## src/rtl/tlb_invl_pkg.sv

```systemverilog
package tlb_invl_pkg;

   typedef enum logic [2:0] {
      MODE_REAL   = 3'd0,
      MODE_PROT   = 3'd1,
      MODE_V86    = 3'd2,
      MODE_COMPAT = 3'd3,
      MODE_LONG   = 3'd4
   } cpu_mode_e;

   typedef enum logic [2:0] {
      OUT_NONE = 3'd0,
      OUT_UD   = 3'd1,
      OUT_GP   = 3'd2,
      OUT_NOP  = 3'd3,
      OUT_INVL = 3'd4
   } outcome_e;

   localparam logic [7:0] OPC_ESCAPE = 8'h0F;
   localparam logic [7:0] OPC_GROUP  = 8'h01;
   localparam logic [2:0] REG_SELECT = 3'd7;
   localparam logic [1:0] MOD_REG    = 2'b11;

endpackage

```

## src/rtl/invl_canon.sv

```systemverilog
module invl_canon #(
   parameter int VA_W    = 64,
   parameter int CANON_W = 48
) (
   input  logic [VA_W-1:0] addr,
   output logic            canon_ok
);
   localparam int HI_W = VA_W - CANON_W + 1;

   generate
      if (CANON_W > VA_W || CANON_W < 2) begin : g_bad_width
         $error("invl_canon: CANON_W must lie in 2..VA_W");
      end
      if (CANON_W == VA_W) begin : g_full
         // Every address is canonical when the full width is implemented.
         assign canon_ok = 1'b1;
      end else begin : g_sext
         logic [HI_W-1:0] hi_bits;
         assign hi_bits  = addr[VA_W-1:CANON_W-1];
         assign canon_ok = (&hi_bits) | ~(|hi_bits);
      end
   endgenerate
endmodule

```

## src/rtl/invl_decode.sv

```systemverilog
module invl_decode
   import tlb_invl_pkg::*;
(
   input  logic [7:0] op_byte0,
   input  logic [7:0] op_byte1,
   input  logic [7:0] modrm,
   input  logic       lock_pfx,
   input  logic [1:0] cpl,
   input  logic [2:0] cpu_mode,
   input  logic       canon_ok,
   output logic       is_match,
   output outcome_e   outcome
);
   logic reg_operand;
   logic strict_mode;
   logic priv_mode;
   logic known_mode;

   assign is_match    = (op_byte0 == OPC_ESCAPE) && (op_byte1 == OPC_GROUP) &&
                        (modrm[5:3] == REG_SELECT);
   assign reg_operand = (modrm[7:6] == MOD_REG);
   assign known_mode  = (cpu_mode <= 3'(MODE_LONG));
   assign strict_mode = (cpu_mode == 3'(MODE_REAL)) || (cpu_mode == 3'(MODE_PROT)) ||
                        (cpu_mode == 3'(MODE_LONG));
   assign priv_mode   = (cpu_mode == 3'(MODE_PROT)) || (cpu_mode == 3'(MODE_LONG));

   // Priority chain: opcode fault, then protection fault, then canonical test.
   always_comb begin
      outcome = OUT_NONE;
      if (is_match && known_mode) begin
         if (cpu_mode == 3'(MODE_COMPAT))
            outcome = OUT_INVL;
         else if (cpu_mode == 3'(MODE_V86))
            outcome = OUT_GP;
         else if (strict_mode && (reg_operand || lock_pfx))
            outcome = OUT_UD;
         else if (priv_mode && (cpl != 2'd0))
            outcome = OUT_GP;
         else if ((cpu_mode == 3'(MODE_LONG)) && !canon_ok)
            outcome = OUT_NOP;
         else
            outcome = OUT_INVL;
      end
   end
endmodule

```

## src/rtl/invl_issue.sv

```systemverilog
module invl_issue
   import tlb_invl_pkg::*;
#(
   parameter int VA_W       = 64,
   parameter int PAGE_SHIFT = 12
) (
   input  logic                       clk,
   input  logic                       rst_n,
   input  logic                       take,
   input  outcome_e                   outcome,
   input  logic [VA_W-1:0]            addr,
   input  logic                       inv_ready,
   output logic                       busy,
   output logic                       ud_fault,
   output logic                       gp_fault,
   output logic                       nop_retire,
   output logic                       inv_valid,
   output logic [VA_W-PAGE_SHIFT-1:0] inv_page,
   output logic                       done
);
   localparam int PN_W = VA_W - PAGE_SHIFT;

   generate
      if (PAGE_SHIFT < 1 || PAGE_SHIFT >= VA_W) begin : g_bad_shift
         $error("invl_issue: PAGE_SHIFT must lie in 1..VA_W-1");
      end
   endgenerate

   logic accept;
   assign accept = inv_valid && inv_ready;
   assign busy   = inv_valid;

   always_ff @(posedge clk) begin
      if (!rst_n) begin
         ud_fault   <= 1'b0;
         gp_fault   <= 1'b0;
         nop_retire <= 1'b0;
         inv_valid  <= 1'b0;
         inv_page   <= '0;
         done       <= 1'b0;
      end else begin
         ud_fault   <= 1'b0;
         gp_fault   <= 1'b0;
         nop_retire <= 1'b0;
         done       <= 1'b0;
         if (accept) begin
            inv_valid <= 1'b0;
            done      <= 1'b1;
         end
         if (take) begin
            unique case (outcome)
               OUT_UD:   begin ud_fault   <= 1'b1; done <= 1'b1; end
               OUT_GP:   begin gp_fault   <= 1'b1; done <= 1'b1; end
               OUT_NOP:  begin nop_retire <= 1'b1; done <= 1'b1; end
               OUT_INVL: begin
                  inv_valid <= 1'b1;
                  inv_page  <= addr[VA_W-1:PAGE_SHIFT];
               end
               default: ;
            endcase
         end
      end
   end

   assert_req_hold_R8: assert property (@(posedge clk) disable iff (!rst_n)
      (inv_valid && !inv_ready) |=> (inv_valid && $stable(inv_page)));

   assert_one_outcome_R10: assert property (@(posedge clk) disable iff (!rst_n)
      $onehot0({ud_fault, gp_fault, nop_retire}));

   assert_fault_done_R9: assert property (@(posedge clk) disable iff (!rst_n)
      (ud_fault || gp_fault || nop_retire) |-> done);

   assert_done_after_accept_R9: assert property (@(posedge clk) disable iff (!rst_n)
      (inv_valid && inv_ready) |=> (done && !inv_valid));

   assert_req_done_excl_R9: assert property (@(posedge clk) disable iff (!rst_n)
      !(inv_valid && done));

   logic [PN_W-1:0] unused_pn;
   assign unused_pn = '0;
endmodule

```

## src/rtl/tlb_invl_gate.sv

```systemverilog
module tlb_invl_gate
   import tlb_invl_pkg::*;
#(
   parameter int VA_W       = 64,
   parameter int CANON_W    = 48,
   parameter int PAGE_SHIFT = 12,
   parameter int ERR_W      = 16
) (
   input  logic                       clk,
   input  logic                       rst_n,
   input  logic                       insn_valid,
   output logic                       insn_ready,
   input  logic [7:0]                 op_byte0,
   input  logic [7:0]                 op_byte1,
   input  logic [7:0]                 modrm,
   input  logic                       lock_pfx,
   input  logic [1:0]                 cpl,
   input  logic [2:0]                 cpu_mode,
   input  logic [VA_W-1:0]            eff_addr,
   output logic                       ud_fault,
   output logic                       gp_fault,
   output logic [ERR_W-1:0]           gp_errcode,
   output logic                       nop_retire,
   output logic                       inv_valid,
   input  logic                       inv_ready,
   output logic [VA_W-PAGE_SHIFT-1:0] inv_page,
   output logic                       done
);
   generate
      if (ERR_W < 1) begin : g_bad_err
         $error("tlb_invl_gate: ERR_W must be positive");
      end
   endgenerate

   logic     canon_ok;
   logic     is_match;
   logic     busy;
   logic     take;
   outcome_e outcome;

   invl_canon #(.VA_W(VA_W), .CANON_W(CANON_W)) u_canon (
      .addr     (eff_addr),
      .canon_ok (canon_ok)
   );

   invl_decode u_decode (
      .op_byte0 (op_byte0),
      .op_byte1 (op_byte1),
      .modrm    (modrm),
      .lock_pfx (lock_pfx),
      .cpl      (cpl),
      .cpu_mode (cpu_mode),
      .canon_ok (canon_ok),
      .is_match (is_match),
      .outcome  (outcome)
   );

   assign insn_ready = !busy;
   assign take       = insn_valid && insn_ready;
   assign gp_errcode = '0;

   invl_issue #(.VA_W(VA_W), .PAGE_SHIFT(PAGE_SHIFT)) u_issue (
      .clk        (clk),
      .rst_n      (rst_n),
      .take       (take),
      .outcome    (outcome),
      .addr       (eff_addr),
      .inv_ready  (inv_ready),
      .busy       (busy),
      .ud_fault   (ud_fault),
      .gp_fault   (gp_fault),
      .nop_retire (nop_retire),
      .inv_valid  (inv_valid),
      .inv_page   (inv_page),
      .done       (done)
   );

   assert_v86_gp_R5: assert property (@(posedge clk) disable iff (!rst_n)
      (take && is_match && (cpu_mode == 3'(MODE_V86))) |=> gp_fault);

   assert_nomatch_quiet_R1: assert property (@(posedge clk) disable iff (!rst_n)
      (take && !is_match) |=> !(ud_fault || gp_fault || nop_retire || $rose(inv_valid)));

   assert_busy_blocks_R9: assert property (@(posedge clk) disable iff (!rst_n)
      inv_valid |-> !insn_ready);
endmodule

```

## config.mk

```make
export PLATFORM = sky130hd
export DESIGN_NAME = tlb_invl_gate
export DESIGN_NICKNAME = d
export VERILOG_FILES = /design/src/rtl/tlb_invl_pkg.sv /design/src/rtl/invl_canon.sv /design/src/rtl/invl_decode.sv /design/src/rtl/invl_issue.sv /design/src/rtl/tlb_invl_gate.sv
export SDC_FILE = /design/constraint.sdc
export NUM_CORES = 1
export LEC_CHECK = 0
export BUFFER_PORTS_ARGS = -buffer_cell sky130_fd_sc_hd__buf_2
export CAP_MARGIN = 20
export CORE_AREA = 2 2 83 85
export DETAILED_ROUTE_END_ITERATION = 7
export DIE_AREA = 0 0 85 87
export PLACE_DENSITY = 0.89
export SLEW_MARGIN = 10
export SYNTH_ARGS = -nofsm -noshare
export SYNTH_HDL_FRONTEND = slang
export SYNTH_HIERARCHICAL = 1
export SYNTH_SLANG_ARGS = --single-unit
```

## constraint.sdc

```tcl
create_clock -name clk -period 2.9 [get_ports clk]
set_input_delay 0.58 -clock clk [delete_from_list [all_inputs] [get_ports clk]]
set_output_delay 0.58 -clock clk [all_outputs]
set_load 0.02 [all_outputs]
```

==> reports/metrics.csv, run 1 <==
stage,metric,value,unit
run_status,status,completed,
floorplanning,core,6570,um^2
yosys,syn_inst,307,
worst_setup_path,critPathMaxStageDelay,0.48,ns
sta,setup_tns,0,ns
clock_tree,h-tree-depth,3,
detailed_routing,ant_nets,0,
clock_tree,cts-buffers-inserted,9,
floorplanning,start_util,40.7,%
pwr,p_per_area,446,nW/um^2
worst_setup_path,path_class,input pin to flip-flop,
clock_tree,clk_latency,0.32,ns
worst_setup_path,path_cells,buf_2 > nor4_2 > nand4_1 > o41ai_2 > or3b_2 > nand4_1 > a211oi_1 > and4bb_4 > buf_12 > nand3_1 > o21ai_0,
clock_tree,post-cts-setup-buffer-count,0,
clock_tree,hold_buffers,0,
cells_and_area,diodes,0,
cells_and_area,multi_input_area,1180,um^2
detailed_routing,viasPerCell,4.93,
pwr,ir_drop,250,uV
floorplanning,die_h,87,um
worst_setup_path,crit_path_frequent_cell,nand4_1,
sta,fin_skew,0.00580,ns
clock_tree,cts_buffer_depth,2,
cells_and_area,area_growth,26.9,%
sta,layout_min_cycle_time,2.64,ns
job,cap_violations,0,
floorplanning,die_w,85,um
placement,gp_congestion,0.727,
worst_setup_path,crit_slowest_cell,or3b_2,
worst_setup_path,reg2reg_depth,5,
clock_tree,cts.sinks,57,
min_path,min_path_type,flip-flop to flip-flop,
worst_setup_path,end_kind,flip-flop,
yosys,yosys_warnings,6,
sta,fin_crit_sh,91.2,%
clock_tree,cts_resized,0,
global_route,overflow,0,
detailed_routing,drt-initial-drc-count,123,
placement,port_buffers,140,
worst_setup_path,reg2reg_to,u_issue/inv_page[27],
cells_and_area,fin_area,3400,um^2
cells_and_area,fill_cells,620,
worst_setup_path,crit_arrival,2.89,ns
min_path,holdPathStages,2,
worst_setup_path,cp.required,3.15,ns
worst_setup_path,cp_max_fo,55,
global_route,grtUsageTotal,16.5,%
worst_setup_path,reg2reg_slack,1.45,ns
floorplanning,dieArea,7400,um^2
clock_tree,tritoncts,done,
detailed_routing,vias,2596,
sta,finalSetupViolCount,0,
placement,dpl_cell_area,3240,um^2
clock_tree,ctsRootBufferMaster,clkbuf_8,
cells_and_area,seq_area,1140,um^2
floorplanning,rows,30,
yosys,postSynthAreaPerCell,8.72,um^2
placement,placed_cells,511,
clock_tree,clk_pin_slew_worst_paths,0.06,ns
pwr,power.leakage,0.00154,uW
detailed_routing,post-route-drc-count,0,
placement,dpl.hpwl,4580,um
detailed_routing,first_pass_iters,4,
min_path,holdPathEnd,u_issue/inv_page[2],
cells_and_area,finalNonFillerCells,527,
global_route,grt_pass1_wl,9890,um
detailed_routing,routed_wl,6270,um
worst_setup_path,rr_startpoint,u_issue/busy,
detailed_routing,avgRoutedWirePerCell,11.9,um
global_route,antenna_found_initial,0,
floorplanning,ios,172,
sta,slew_violations,0,
global_route,grt_max_degree,61,
yosys,syn_area,2680,um^2
min_path,min_from,u_issue/inv_page[2],
cells_and_area,finalNetCount,540,
pwr,power,1520,uW
sta,rsz0062_at_grt,false,
sta,hold_viol,0,
cells_and_area,drive_above_1_share,39.1,%
global_route,grt_pass1_vias,2329,
sta,timing.fmax,0.378,GHz
worst_setup_path,worst_setup_path_start_kind,input pin,
routing by layer:
| metal | track usage (%) | wire length (um) | vias up |
|---|---|---|---|
| li1 | - | - | 1309 |
| met5 | 0 | 0 | - |
| met2 | 29.0 | 3060 | 127 |
| met4 | 8.80 | 104 | 0 |
| met3 | 5.31 | 517 | 14 |
| met1 | 17.7 | 2600 | 1146 |
flip-flops by register name, summed over array words and instances, names as in the netlist:
name                flops
u_issue/gp_fault        1
u_issue/nop_retire      1
u_issue/inv_page       52
u_issue/ud_fault        1
u_issue/done            1
u_issue/busy            1
power breakdown:
part / internal, uW / switching [uW] / total [uW]
Sequential: 783 / 0.000110 / 783
Combinational: 55.4 / 78.4 / 134
Clock: 305 / 295 / 599
per-stage QoR:
step | hold slack (ns) | utilization, % | worst slack [ns]
6_report | 0.446 | 51.7 | 0.256
3_5_place_dp | 0.439 | 49.4 | -0.0604
5_1_grt | 0.473 | 51.7 | 0.117
3_3_place_gp | 0.434 | 49.4 | -0.0131
2_1_floorplan | 0.482 | - | 0.254
4_1_cts | 0.448 | 51.7 | 0.275
critical path: cells and delay by family:
family | cells | cell delay, ns
AO/OA/AOI/OAI | 3 | 0.44
buffers and inverters | 2 | 0.33
AND/OR/NAND/NOR | 6 | 1.51
layout by cell type (no fill, tap or decap):
cell type  instances
a2111oi_2          1
clkinv_2           4
o41ai_2            1
o211ai_1           1
a41oi_1            1
buf_12             3
nor4_1             1
o21ai_1           18
inv_1              2
nand3_1           53
or3b_2             1
conb_1            16
nor2_1             4
and4bb_2           1
dfxtp_1           57
a21oi_1            1
a211oi_1           3
a211o_1            1
nand2_1           56
o21ba_2            1
nand4_1            6
o21ai_0           35
nor4b_4            1
and4bb_4           1
clkbuf_1           3
a21boi_0           1
nor3b_1            1
nand2b_1           3
buf_2            139
and4b_1            1
clkbuf_8           9
buf_4              7
nor2b_1            3
o21a_1             1
nor4_2             5
nor3_1             2
nand3b_1           2
nand4_2            1
worst max-delay path by stage:
stage                                 endpoint    startpoint
after CTS                 u_issue/inv_page[27]  eff_addr[57]
after global placement    u_issue/inv_page[24]  eff_addr[57]
after global routing      u_issue/inv_page[21]  eff_addr[57]
after floorplan           u_issue/inv_page[28]  eff_addr[57]
final                     u_issue/inv_page[27]  eff_addr[57]
after detailed placement  u_issue/inv_page[27]  eff_addr[57]
area by class of cell:
| type | count | area share, % |
|---|---|---|
| timing repair buffer | 149 | 23.8 |
| clock buffer | 12 | 3.98 |
| multi-input combinational | 223 | 34.9 |
| inverter | 2 | 0.221 |
| tap | 80 | 2.95 |
| sequential | 57 | 33.6 |
| clock inverter | 4 | 0.589 |
Power figures use the tool's default switching activity.
==> run 2: changes to the inputs <==
Settings changed: CORE_AREA 2 2 83 85 to 2 2 91 93, DIE_AREA 0 0 85 87 to 0 0 93 95, PLACE_DENSITY 0.89 to 0.78.
==> reports/metrics.csv, run 2 (synthesis results as in run 1) <==
stage,metric,value,unit,change
cells_and_area,utilization,44.6,%,was 51.7%
pwr,ir_drop,210,uV,was 250 uV
detailed_routing,viasPerCell,4.62,,was 4.93
placement,dpl.hpwl,4590,um,was 4580 um
detailed_routing,drt-initial-drc-count,56,,was 123
detailed_routing,post-route-drc-count,0,,unchanged
clock_tree,cts_resized,0,,unchanged
cells_and_area,area_growth,32.1,%,was 26.9%
cells_and_area,fin_area,3530,um^2,was 3400 um^2
clock_tree,cts_buffer_depth,2,,unchanged
worst_setup_path,path_class,input pin to flip-flop,,unchanged
worst_setup_path,crit_buf_inv,2,,unchanged
sta,rsz0062_at_grt,false,,unchanged
pwr,internal-power,1460,uW,was 1140 uW
floorplanning,rows,33,,was 30
clock_tree,cts-buffers-inserted,9,,unchanged
min_path,min_path_type,flip-flop to flip-flop,,unchanged
clock_tree,clk_pin_slew_worst_paths,0.06,ns,about the same
clock_tree,clk_latency,0.32,ns,about the same
job,cap_violations,0,,unchanged
sta,fin_skew,0.00486,ns,was 0.00580 ns
cells_and_area,largest_reg_flops,52,,unchanged
worst_setup_path,end_kind,flip-flop,,unchanged
clock_tree,post-cts-setup-buffer-count,0,,unchanged
floorplanning,die_h,95,um,was 87 um
global_route,overflow,0,,unchanged
placement,port_buffers,140,,unchanged
detailed_routing,first_pass_iters,4,,unchanged
pwr,power.leakage,0.00159,uW,was 0.00154 uW
sta,setup_tns,0,ns,unchanged
worst_setup_path,path_cells,buf_2 > nor4_2 > nand4_1 > o41ai_2 > or3b_2 > nand4_1 > a211oi_1 > and4bb_4 > buf_12 > nand3_1 > o21ai_0,,unchanged
pwr,pwr-share-seq,42.5,%,was 51.6%
global_route,grtUsageTotal,14.3,%,was 16.5%
global_route,grt_max_degree,68,,was 61
sta,fin_crit_sh,92.2,%,was 91.2%
detailed_routing,routed_wl,6210,um,was 6270 um
sta,finalSetupViolCount,0,,unchanged
clock_tree,tritoncts,done,,unchanged
clock_tree,hold_buffers,0,,unchanged
global_route,grt_pass1_vias,2286,,was 2329
floorplanning,dieArea,8840,um^2,was 7400 um^2
cells_and_area,layout_commonest_cell,buf_2,,unchanged
global_route,antenna_found_initial,0,,unchanged
worst_setup_path,worst_setup_path_start_kind,input pin,,unchanged
placement,dpl_cell_area,3280,um^2,was 3240 um^2
worst_setup_path,cp.required,3.14,ns,was 3.15 ns
worst_setup_path,crit_path_frequent_cell,nand4_1,,unchanged
pwr,p_switching,383,uW,was 373 uW
sta,layout_min_cycle_time,2.67,ns,was 2.64 ns
global_route,grt_pass1_wl,9990,um,was 9890 um
floorplanning,ios,172,,unchanged
pwr,combPwrFrac,7.3,%,was 8.8%
sta,hold_viol,0,,unchanged
run_status,status,completed,,unchanged
worst_setup_path,critPathMaxStageDelay,0.49,ns,was 0.48 ns
pwr,clockPowerShare,50.2,%,was 39.5%
cells_and_area,final_cell_mix,"buf_2, dfxtp_1, nand2_1",,unchanged
clock_tree,h-tree-depth,3,,unchanged
pwr,p_per_area,521,nW/um^2,was 446 nW/um^2
cells_and_area,diodes,0,,unchanged
cells_and_area,max_flop_register,u_issue/inv_page,,unchanged
pwr,switching_share,20.8,%,was 24.6%
detailed_routing,vias,2554,,was 2596
detailed_routing,avgRoutedWirePerCell,11.2,um,was 11.9 um
worst_setup_path,crit_family,simple AND/OR/NAND/NOR gates,,unchanged
placement,gp_congestion,0.742,,was 0.727
worst_setup_path,cp_max_fo,53,,was 55
detailed_routing,ant_nets,0,,unchanged
worst_setup_path,crit_slowest_cell,or3b_2,,unchanged
cells_and_area,finalNetCount,541,,was 540
worst_setup_path,crit_arrival,2.92,ns,was 2.89 ns
sta,timing.fmax,0.374,GHz,was 0.378 GHz
cells_and_area,fill_cells,820,,was 620
floorplanning,start_util,33.8,%,was 40.7%
clock_tree,cts.sinks,57,,unchanged
floorplanning,die_w,93,um,was 85 um
clock_tree,ctsRootBufferMaster,clkbuf_8,,unchanged
floorplanning,core,7930,um^2,was 6570 um^2
cells_and_area,drive_above_1_share,39.7,%,was 39.1%
sta,slew_violations,0,,unchanged
## run 2: cell count changes in the layout (fill, tap and decap cells not counted)
cell	change
clkinv_4	+1
clkinv_2	-4
bufinv_16	+3
buf_4	+1
clkbuf_8	+2
clkbuf_1	-2
## run 2: path summary, 6_finish.rpt
check | start | end | slack, ns | cells after the start
hold reg to reg | u_issue/inv_page[34] | u_issue/inv_page[34] | 0.45 | 2
setup reg to reg | u_issue/busy | u_issue/inv_page[28] | 1.48 | 5
setup / recovery | eff_addr[57] | u_issue/inv_page[28] | 0.23 | 11
hold / removal | u_issue/inv_page[34] | u_issue/inv_page[34] | 0.45 | 2
## run 2: worst register-to-register path, cell delays in order, from the launching register on
cell	delay, ns
dfxtp_1	0.34
nor2b_1	0.24
and4bb_4	0.32
buf_12	0.21
nand3_1	0.13
o21ai_0	0.10
## run 2: metal layers
layer / wire, um / GRT usage, % / vias up
li1: - / - / 1306
met1: 2660 / 15.9 / 1130
met2: 2890 / 24.5 / 110
met4: 76 / 5.88 / 0
met3: 591 / 5.75 / 8
met5: 0 / 0 / -
## run 2: cell type report
class | instances | area [um^2] | area share, %
multi-input combinational | 223 | 1180 | 33.5
sequential | 57 | 1140 | 32.3
timing repair buffer | 150 | 816 | 23.1
clock buffer | 12 | 155 | 4.39
tap | 105 | 131 | 3.72
clock inverter | 4 | 98.8 | 2.80
inverter | 2 | 7.51 | 0.212
## run 2: power groups by stage
stage | combinational (uW) | sequential (uW) | clock, uW
2_1_floorplan | 83.2 | 800 | 0
3_3_place_gp | 130 | 800 | 0
3_5_place_dp | 133 | 800 | 0
4_1_cts | 134 | 782 | 960
5_1_grt | 147 | 782 | 994
6_report | 134 | 783 | 925
## run 2: stage by stage
stage               power [uW]  std cells  setup slack (ns)  hold WS [ns]
finish                    1840        553             0.227         0.446
global route              1920        553            0.0912         0.457
CTS                       1880        553             0.245         0.445
detailed placement         934        537           -0.0936         0.439
global placement           931        537           -0.0508         0.434
floorplan                  883        322             0.254         0.482
